`src/rtl/dma_cmd_pkg.sv`:
```
package dma_cmd_pkg;
    // Command word bit positions; the host encodes these.
    localparam int CMD_W          = 32;
    localparam int NQ             = 2;
    localparam int RX_EN_BIT      = 7;
    localparam int RX_ABORT_BIT   = 15;
    localparam int STOP_BASE_BIT  = 16;
    localparam int START_BASE_BIT = 23;
    localparam int TX_ABORT_BIT   = 31;

    typedef enum logic [1:0] {
        TXQ_IDLE     = 2'd0,
        TXQ_RUN      = 2'd1,
        TXQ_STOPPING = 2'd2
    } txq_state_e;

    typedef enum logic {
        AB_IDLE = 1'b0,
        AB_WAIT = 1'b1
    } abort_state_e;

    typedef enum logic {
        RX_OFF = 1'b0,
        RX_ON  = 1'b1
    } rx_state_e;
endpackage

```
`src/rtl/dma_txq_fsm.sv`:
```
module dma_txq_fsm
    import dma_cmd_pkg::*;
(
    input  logic clk,
    input  logic rst_n,
    input  logic start_i,
    input  logic stop_i,
    input  logic abort_i,
    input  logic frame_end_i,
    input  logic chain_end_i,
    output logic run_o,
    output logic stopping_o,
    output logic go_o,
    output logic fetch_o,
    output logic irq_o
);
    txq_state_e st_q, st_d;
    logic       fetch_d, irq_d;

    // Next-state logic; abort overrides everything.
    always_comb begin
        st_d    = st_q;
        fetch_d = 1'b0;
        irq_d   = 1'b0;
        if (abort_i) begin
            st_d = TXQ_IDLE;
        end else begin
            unique case (st_q)
                TXQ_IDLE: begin
                    if (start_i && !stop_i) begin
                        st_d    = TXQ_RUN;
                        fetch_d = 1'b1;
                    end
                end
                TXQ_RUN: begin
                    if (chain_end_i) begin
                        st_d  = TXQ_IDLE;
                        irq_d = 1'b1;
                    end else if (stop_i) begin
                        st_d = TXQ_STOPPING;
                    end
                end
                TXQ_STOPPING: begin
                    if (frame_end_i || chain_end_i) begin
                        st_d  = TXQ_IDLE;
                        irq_d = 1'b1;
                    end else if (start_i && !stop_i) begin
                        st_d = TXQ_RUN;
                    end
                end
                default: st_d = TXQ_IDLE;
            endcase
        end
    end

    // State register
    always_ff @(posedge clk) begin
        if (!rst_n) st_q <= TXQ_IDLE;
        else        st_q <= st_d;
    end

    // Registered event outputs
    always_ff @(posedge clk) begin
        if (!rst_n) begin
            fetch_o <= 1'b0;
            irq_o   <= 1'b0;
        end else begin
            fetch_o <= fetch_d;
            irq_o   <= irq_d;
        end
    end

    assign run_o      = (st_q == TXQ_RUN);
    assign stopping_o = (st_q == TXQ_STOPPING);
    assign go_o       = (st_q != TXQ_IDLE) && !abort_i;

    assert_abort_to_idle_R9: assert property (@(posedge clk) disable iff (!rst_n)
        abort_i |=> (st_q == TXQ_IDLE) && !irq_o);
    assert_irq_only_idle_R5: assert property (@(posedge clk) disable iff (!rst_n)
        irq_o |-> (st_q == TXQ_IDLE));
    assert_fetch_from_idle_R2: assert property (@(posedge clk) disable iff (!rst_n)
        fetch_o |-> (st_q == TXQ_RUN) && ($past(st_q) == TXQ_IDLE));
    assert_stop_waits_frame_R4: assert property (@(posedge clk) disable iff (!rst_n)
        (st_q == TXQ_STOPPING && !frame_end_i && !chain_end_i && !abort_i && !start_i)
        |=> (st_q == TXQ_STOPPING));
endmodule

```
`src/rtl/dma_abort_trk.sv`:
```
module dma_abort_trk
    import dma_cmd_pkg::*;
(
    input  logic clk,
    input  logic rst_n,
    input  logic req_i,
    input  logic idle_i,
    output logic pend_o
);
    abort_state_e st_q, st_d;

    always_comb begin
        st_d = st_q;
        unique case (st_q)
            AB_IDLE: if (req_i) st_d = AB_WAIT;
            AB_WAIT: if (idle_i && !req_i) st_d = AB_IDLE;
            default: st_d = AB_IDLE;
        endcase
    end

    always_ff @(posedge clk) begin
        if (!rst_n) st_q <= AB_IDLE;
        else        st_q <= st_d;
    end

    assign pend_o = (st_q == AB_WAIT);

    assert_abort_sticky_R9: assert property (@(posedge clk) disable iff (!rst_n)
        (pend_o && !idle_i) |=> pend_o);
    assert_abort_release_R12: assert property (@(posedge clk) disable iff (!rst_n)
        (pend_o && idle_i && !req_i) |=> !pend_o);
endmodule

```
`src/rtl/dma_rx_ctl.sv`:
```
module dma_rx_ctl
    import dma_cmd_pkg::*;
(
    input  logic clk,
    input  logic rst_n,
    input  logic enable_i,
    input  logic abort_i,
    output logic en_o,
    output logic fetch_o
);
    rx_state_e st_q, st_d;
    logic      fetch_d;

    always_comb begin
        st_d    = st_q;
        fetch_d = 1'b0;
        unique case (st_q)
            RX_OFF: begin
                if (enable_i && !abort_i) begin
                    st_d    = RX_ON;
                    fetch_d = 1'b1;
                end
            end
            RX_ON: if (abort_i) st_d = RX_OFF;
            default: st_d = RX_OFF;
        endcase
    end

    always_ff @(posedge clk) begin
        if (!rst_n) st_q <= RX_OFF;
        else        st_q <= st_d;
    end

    always_ff @(posedge clk) begin
        if (!rst_n) fetch_o <= 1'b0;
        else        fetch_o <= fetch_d;
    end

    assign en_o = (st_q == RX_ON);

    assert_rx_abort_off_R12: assert property (@(posedge clk) disable iff (!rst_n)
        abort_i |=> !en_o && !fetch_o);
endmodule

```
`src/rtl/dma_cmd_ctrl.sv`:
```
module dma_cmd_ctrl
    import dma_cmd_pkg::*;
(
    input  logic             clk,
    input  logic             rst_n,
    input  logic             cmd_wr,
    input  logic [CMD_W-1:0] cmd_data,
    input  logic [NQ-1:0]    eng_frame_end,
    input  logic [NQ-1:0]    eng_chain_end,
    input  logic             eng_tx_idle,
    input  logic             eng_rx_idle,
    output logic [NQ-1:0]    tx_go,
    output logic [NQ-1:0]    tx_fetch_first,
    output logic [NQ-1:0]    tx_running,
    output logic             tx_abort_req,
    output logic             rx_go,
    output logic             rx_fetch_first,
    output logic             rx_enabled,
    output logic             rx_abort_req,
    output logic [NQ-1:0]    irq_tx_end,
    output logic [CMD_W-1:0] cmd_status
);
    logic          tx_abort_wr, rx_abort_wr, rx_en_wr;
    logic          tx_abort_any, rx_abort_any;
    logic [NQ-1:0] start_wr, stop_wr, stopping;
    logic          unused_data;

    assign tx_abort_wr  = cmd_wr && cmd_data[TX_ABORT_BIT];
    assign rx_abort_wr  = cmd_wr && cmd_data[RX_ABORT_BIT];
    assign rx_en_wr     = cmd_wr && cmd_data[RX_EN_BIT];
    assign tx_abort_any = tx_abort_wr || tx_abort_req;
    assign rx_abort_any = rx_abort_wr || rx_abort_req;
    assign unused_data  = ^cmd_data;

    dma_abort_trk u_tx_abort (
        .clk(clk), .rst_n(rst_n), .req_i(tx_abort_wr),
        .idle_i(eng_tx_idle), .pend_o(tx_abort_req)
    );

    dma_abort_trk u_rx_abort (
        .clk(clk), .rst_n(rst_n), .req_i(rx_abort_wr),
        .idle_i(eng_rx_idle), .pend_o(rx_abort_req)
    );

    for (genvar q = 0; q < NQ; q++) begin : g_txq
        assign start_wr[q] = cmd_wr && cmd_data[START_BASE_BIT + q];
        assign stop_wr[q]  = cmd_wr && cmd_data[STOP_BASE_BIT + q];

        dma_txq_fsm u_fsm (
            .clk(clk), .rst_n(rst_n),
            .start_i(start_wr[q]), .stop_i(stop_wr[q]), .abort_i(tx_abort_any),
            .frame_end_i(eng_frame_end[q]), .chain_end_i(eng_chain_end[q]),
            .run_o(tx_running[q]), .stopping_o(stopping[q]), .go_o(tx_go[q]),
            .fetch_o(tx_fetch_first[q]), .irq_o(irq_tx_end[q])
        );
    end

    dma_rx_ctl u_rx (
        .clk(clk), .rst_n(rst_n), .enable_i(rx_en_wr), .abort_i(rx_abort_any),
        .en_o(rx_enabled), .fetch_o(rx_fetch_first)
    );

    assign rx_go = rx_enabled && !rx_abort_req;

    // Readback at the same bit positions as the command word
    always_comb begin
        cmd_status               = '0;
        cmd_status[RX_EN_BIT]    = rx_enabled;
        cmd_status[RX_ABORT_BIT] = rx_abort_req;
        cmd_status[TX_ABORT_BIT] = tx_abort_req;
        for (int q = 0; q < NQ; q++) begin
            cmd_status[START_BASE_BIT + q] = tx_running[q];
            cmd_status[STOP_BASE_BIT + q]  = stopping[q];
        end
    end

    assert_abort_same_write_R10: assert property (@(posedge clk) disable iff (!rst_n)
        tx_abort_wr |=> (tx_running == '0) && (tx_fetch_first == '0));
endmodule

```
`config.mk`:
```
export PLATFORM = sky130hd
export DESIGN_NAME = dma_cmd_ctrl
export DESIGN_NICKNAME = d
export VERILOG_FILES = /design/src/rtl/dma_cmd_pkg.sv /design/src/rtl/dma_txq_fsm.sv /design/src/rtl/dma_abort_trk.sv /design/src/rtl/dma_rx_ctl.sv /design/src/rtl/dma_cmd_ctrl.sv
export SDC_FILE = /design/constraint.sdc
export NUM_CORES = 1
export LEC_CHECK = 0
export ABC_CLOCK_PERIOD_IN_PS = 1600
export BUFFER_PORTS_ARGS = -buffer_cell sky130_fd_sc_hd__buf_2
export CAP_MARGIN = 20
export CORE_MARGIN = 2
export CORE_UTILIZATION = 39
export DETAILED_ROUTE_END_ITERATION = 8
export PLACE_DENSITY = 0.91
export SYNTH_ARGS = -nofsm -noshare
export SYNTH_HDL_FRONTEND = slang
export SYNTH_SLANG_ARGS = --single-unit
```
`constraint.sdc`:
```
create_clock -name clk -period 1.6 [get_ports clk]
set_input_delay 0.4 -clock clk [delete_from_list [all_inputs] [get_ports clk]]
set_output_delay 0.4 -clock clk [all_outputs]
set_load 0.1 [all_outputs]
```
# Yosys cells after proc, flatten, opt, wreduce, memory -nomap -nowiden
# Cells that the tools add are included.
# classes
eq_ne,6
mux,27
n_bitwise,6
n_reduce_logical,34
# ops
op,count
2-bit two-way mux,8
1-bit logical AND,15
1-bit two-way mux,12
2-bit case mux with 3 select lines,2
1-bit case mux with 2 select lines,5
1-bit logical NOT,7
3-bit by 2-bit inequality test with 1-bit output (second input constant),2
1-bit NOT,6
3-bit OR reduction,2
2-bit by 1-bit equality test with 1-bit output (second input constant),2
2-bit equality test (second input constant),2
2-bit logical NOT,2
1-bit logical OR,4
2-bit nonzero test,2
2-bit OR reduction,2
# word_totals
reg_bits,12
output_inout_bits,45
wordCells,83

# Logic depth before layout (Yosys ltp)
# logic_depth
word_depth,6
ltp_mapped,5
depth_no_buf,5

# Modules after synthesis
# From an unflattened synthesis, not the netlist that was laid out.
# hier_totals
cells_unflattened,112
area_unflattened_um2,999.7
# by_module_without_submodules
mod,instances,cells_per_inst,area_per_inst_um2,seq_area_each_um2
dma_txq_fsm,2,30,279.0,80.1
dma_cmd_ctrl,1,41,295.3,0.0
dma_abort_trk,2,3,41.3,20.0
dma_rx_ctl,1,5,63.8,40.0

# Least setup slack after synthesis
# Ideal clock, no wire load.
# synth_timing
path_type,reg2out
start,"reg u_rx.st_q, in the netlist u_rx.en_o"
end,out rx_go
arrival_time_ps,2425
required_time_ps,1200
setup_slack_ps,-1225
path_stages_with_launch,2
n_path_buf,0
path_cell_list,dfxtp_1 nor2b_1
# synth_via
elab_chain_cells,1
# synth_lines
element,line,text
start: declaration,dma_rx_ctl.sv:11,"rx_state_e st_q, st_d;"
start signal: assignment,dma_rx_ctl.sv:31,else st_q <= st_d;
1-bit logical AND,dma_cmd_ctrl.sv:63,assign rx_go = rx_enabled && !rx_abort_req;
end: declaration,dma_cmd_ctrl.sv:16,"output logic rx_go,"
# Every way passes these cells.

# Final worst setup path
# layout_timing
start,reg g_txq[1].u_fsm.st_q[1]
end,out tx_running[1]
# layout_via
elab_chain_cells,1
# layout_lines
element,line,text
start: declaration,dma_txq_fsm.sv:17,"txq_state_e st_q, st_d;"
start signal: assignment,dma_txq_fsm.sv:59,else st_q <= st_d;
2-bit by 1-bit equality test with 1-bit output,dma_txq_fsm.sv:73,assign run_o = (st_q == TXQ_RUN);
end: declaration,dma_cmd_ctrl.sv:14,"output logic [NQ-1:0] tx_running,"
# Every way passes these cells.

==> flow_metrics.py <==
metrics = {
    "placement": {
        "dpl_cell_area_um2": 1210,
        "pre_cts_ws_ps": 57.7,
        "dp_hpwl_um": 1560,
        "numPortBuffers": 35,
        "place_congestion": 0.793,
    },
    "worst_setup_path": {
        "cpLargestDelayFamily": "flip-flops",
        "worstPathCellList": "inv_1 -> ha_2 -> buf_12",
        "arrival_ps": 1170,
        "crit_type": "flop to output pin",
        "cp_slowest_stage_delay_ps": 320,
        "endpoint_kind": "output pin",
        "crit_path_top_delay_cell": "dfxtp_2",
        "cp_max_fo": 4,
        "critPathLaunchType": "flop",
        "crit_buf_inv": 2,
        "required_ps": 1200,
    },
    "drt": {
        "drt-pass1-iter-count": 4,
        "avgViaCountPerCell": 4.67,
        "first_iter_violations": 14,
        "drc": 0,
        "wirelength_um": 1990,
        "num_vias": 822,
        "wl_per_cell_um": 11.3,
        "antenna_left": 0,
    },
    "floorplan": {
        "core_um2": 2520,
        "io_pins": 86,
        "rows": 18,
        "fp.dieH_um": 56.0,
        "die_w_um": 56.0,
        "start_util": 0.418,
        "dieArea_um2": 3130,
    },
    "synth": {
        "yosysUniqueCellTypes": 28,
        "ys_async_sr_fraction": 0,
        "synth-seq-cells": 12,
        "ys_warn_count": 0,
        "ys.flop_type": "dfxtp_1",
        "synth_top_area_frac": 0.292,
        "syn_area_per_cell_um2": 8.64,
        "netlist_area_um2": 1050,
        "yosysSeqAreaShare": 0.228,
        "synth_top_cells_by_area": "buf_4 29%, dfxtp_1 23%, ha_1 9.5%",
        "yosysTopAreaCell": "buf_4",
        "syn-instance-count": 122,
        "synth-edff-count": 0,
    },
    "timing": {
        "slew_viol_final": 0,
        "fin_ws_ps": 31.0,
        "rsz0062_at_grt": "true",
        "finalSetupViolCount": 0,
        "post-route-period-util": 0.981,
        "finalCriticalPeriod_ps": 1570,
        "fin_setup_tns_ps": 0,
        "finClkSkew_ps": 1.58,
        "finalHoldViolations": 0,
        "max_freq_ghz": 0.637,
    },
    "final_layout": {
        "drive_above_1_share": 0.432,
        "layout_commonest_cell": "buf_2",
        "area_growth_pct": 23.3,
        "layout_common_cells": "26 x buf_2, 25 x conb_1, 9 x buf_12",
        "fillers": 246,
        "multi_input_area_um2": 631,
        "fin_nets": 197,
        "final_area_um2": 1300,
        "n_antenna_cell": 0,
        "regArea_um2": 250,
    },
    "power": {
        "ir_worst_vdd_mv": 0.392,
        "powerDensity_nw_per_um2": 782,
        "leakage_nw": 0.598,
    },
    "clocking": {
        "clockRootBuffer": "clkbuf_4",
        "cts_tree": "built",
        "ctsHoldBuffers": 0,
        "cts_num_sinks": 12,
        "htree_num_levels": 1,
        "clkSlewWorstSetupHoldPaths_ps": 70,
        "cts_buffers": 3,
        "clock_path_buffers": 2,
        "clk_latency_ps": 270,
    },
    "hold_path": {
        "hold_class": "input pin to flop",
    },
    "grt": {
        "grt_pass1_vias": 714,
        "grt_usage": 0.121,
        "grt_pass1_wl_um": 3040,
        "grt_max_degree": 15,
        "antenna_found_initial": 0,
        "overflow": 0,
    },
    "run": {
        "drv_cap": 0,
    },
    "outcome": {
        "status": "finished, final reports clean",
    },
}
## per-stage QoR
| stage | hold slack (ps) | total power (W) | instances | util |
|---|---|---|---|---|
| global placement | 448 | 0.000827 | 172 | 0.481 |
| detailed placement | 457 | 0.000830 | 172 | 0.481 |
| finish | 301 | 0.00102 | 176 | 0.515 |
| global route | 310 | 0.00105 | 176 | 0.515 |
| floorplan | 476 | 0.000811 | 146 | - |
| CTS | 293 | 0.00102 | 176 | 0.502 |
## sequential cells by signal, summed over array words and instances, names as in the netlist
| register | cells |
|---|---|
| u_rx_abort.pend_o | 1 |
| u_rx.en_o | 1 |
| g_txq.u_fsm.st_q | 4 |
| g_txq.u_fsm.irq_o | 2 |
| u_rx.fetch_o | 1 |
| g_txq.u_fsm.fetch_o | 2 |
| u_tx_abort.pend_o | 1 |
## final timing paths
| path | cells past startpoint | end | startpoint | slack, ps |
|---|---|---|---|---|
| max | 3 | tx_running[1] | g_txq[1].u_fsm.st_q[1] | 30 |
| min | 2 | u_rx.fetch_o | cmd_data[15] | 300 |
| max reg2reg | 5 | g_txq[0].u_fsm.st_q[0] | g_txq[0].u_fsm.st_q[1] | 150 |
| min reg2reg | 1 | u_rx.fetch_o | u_rx.en_o | 470 |
## synth_stat cells, types with 2 or more instances
cell type  count
a21boi_0       2
ha_1           8
and3b_1        2
and3_1         2
a211oi_1       2
inv_1          4
nor4b_4        2
a21o_1         2
o21ai_0        2
a21oi_1        5
o32ai_1        2
o2111ai_1      2
nand3_1        6
dfxtp_1       12
buf_4         41
nand2b_1       3
nand2_1        8
nor2b_1        7
## kinds of logic after synthesis
| logic type | count (synthesis) | synth area share |
|---|---|---|
| adders and majority gates | 8 | 0.0950 |
| AOI/OAI and AO/OA | 20 | 0.140 |
| and+or+nand+nor | 35 | 0.222 |
| DFF | 12 | 0.228 |
| other | 1 | 0.00356 |
| buffers and inverters | 46 | 0.311 |
## metal layers
metal  routed length, um  track usage  up-vias
li1                    -            -      401
met1                 756        0.136      374
met2                1030        0.217       43
met3                 189       0.0465        4
met4                  18       0.0272        0
met5                   0            0        -
## report_power, final
| part | leakage, nW | total [W] | switching [W] | internal [W] |
|---|---|---|---|---|
| Combinational | 0.484 | 0.000520 | 0.000438 | 0.0000817 |
| Clock | 0.0138 | 0.000181 | 0.0000945 | 0.0000869 |
| Sequential | 0.100 | 0.000315 | 0.00000834 | 0.000307 |
| Total | 0.598 | 0.00102 | 0.000541 | 0.000475 |
## repair_timing
item	CTS	global route
pin swaps	1	1
gates cloned	0	0
hold endpoints to repair	0	0
buffers inserted	1	0
gates resized for setup	9	10
endpoints found under the setup margin	4	8
## cell type report
type,count,area share
Clock buffer,3,0.0173
Inverter,4,0.0135
Multi-Input combinational cell,88,0.486
Sequential cell,12,0.193
Tap cell,30,0.0289
Timing Repair Buffer,39,0.262
Power figures use the tool's default switching activity.
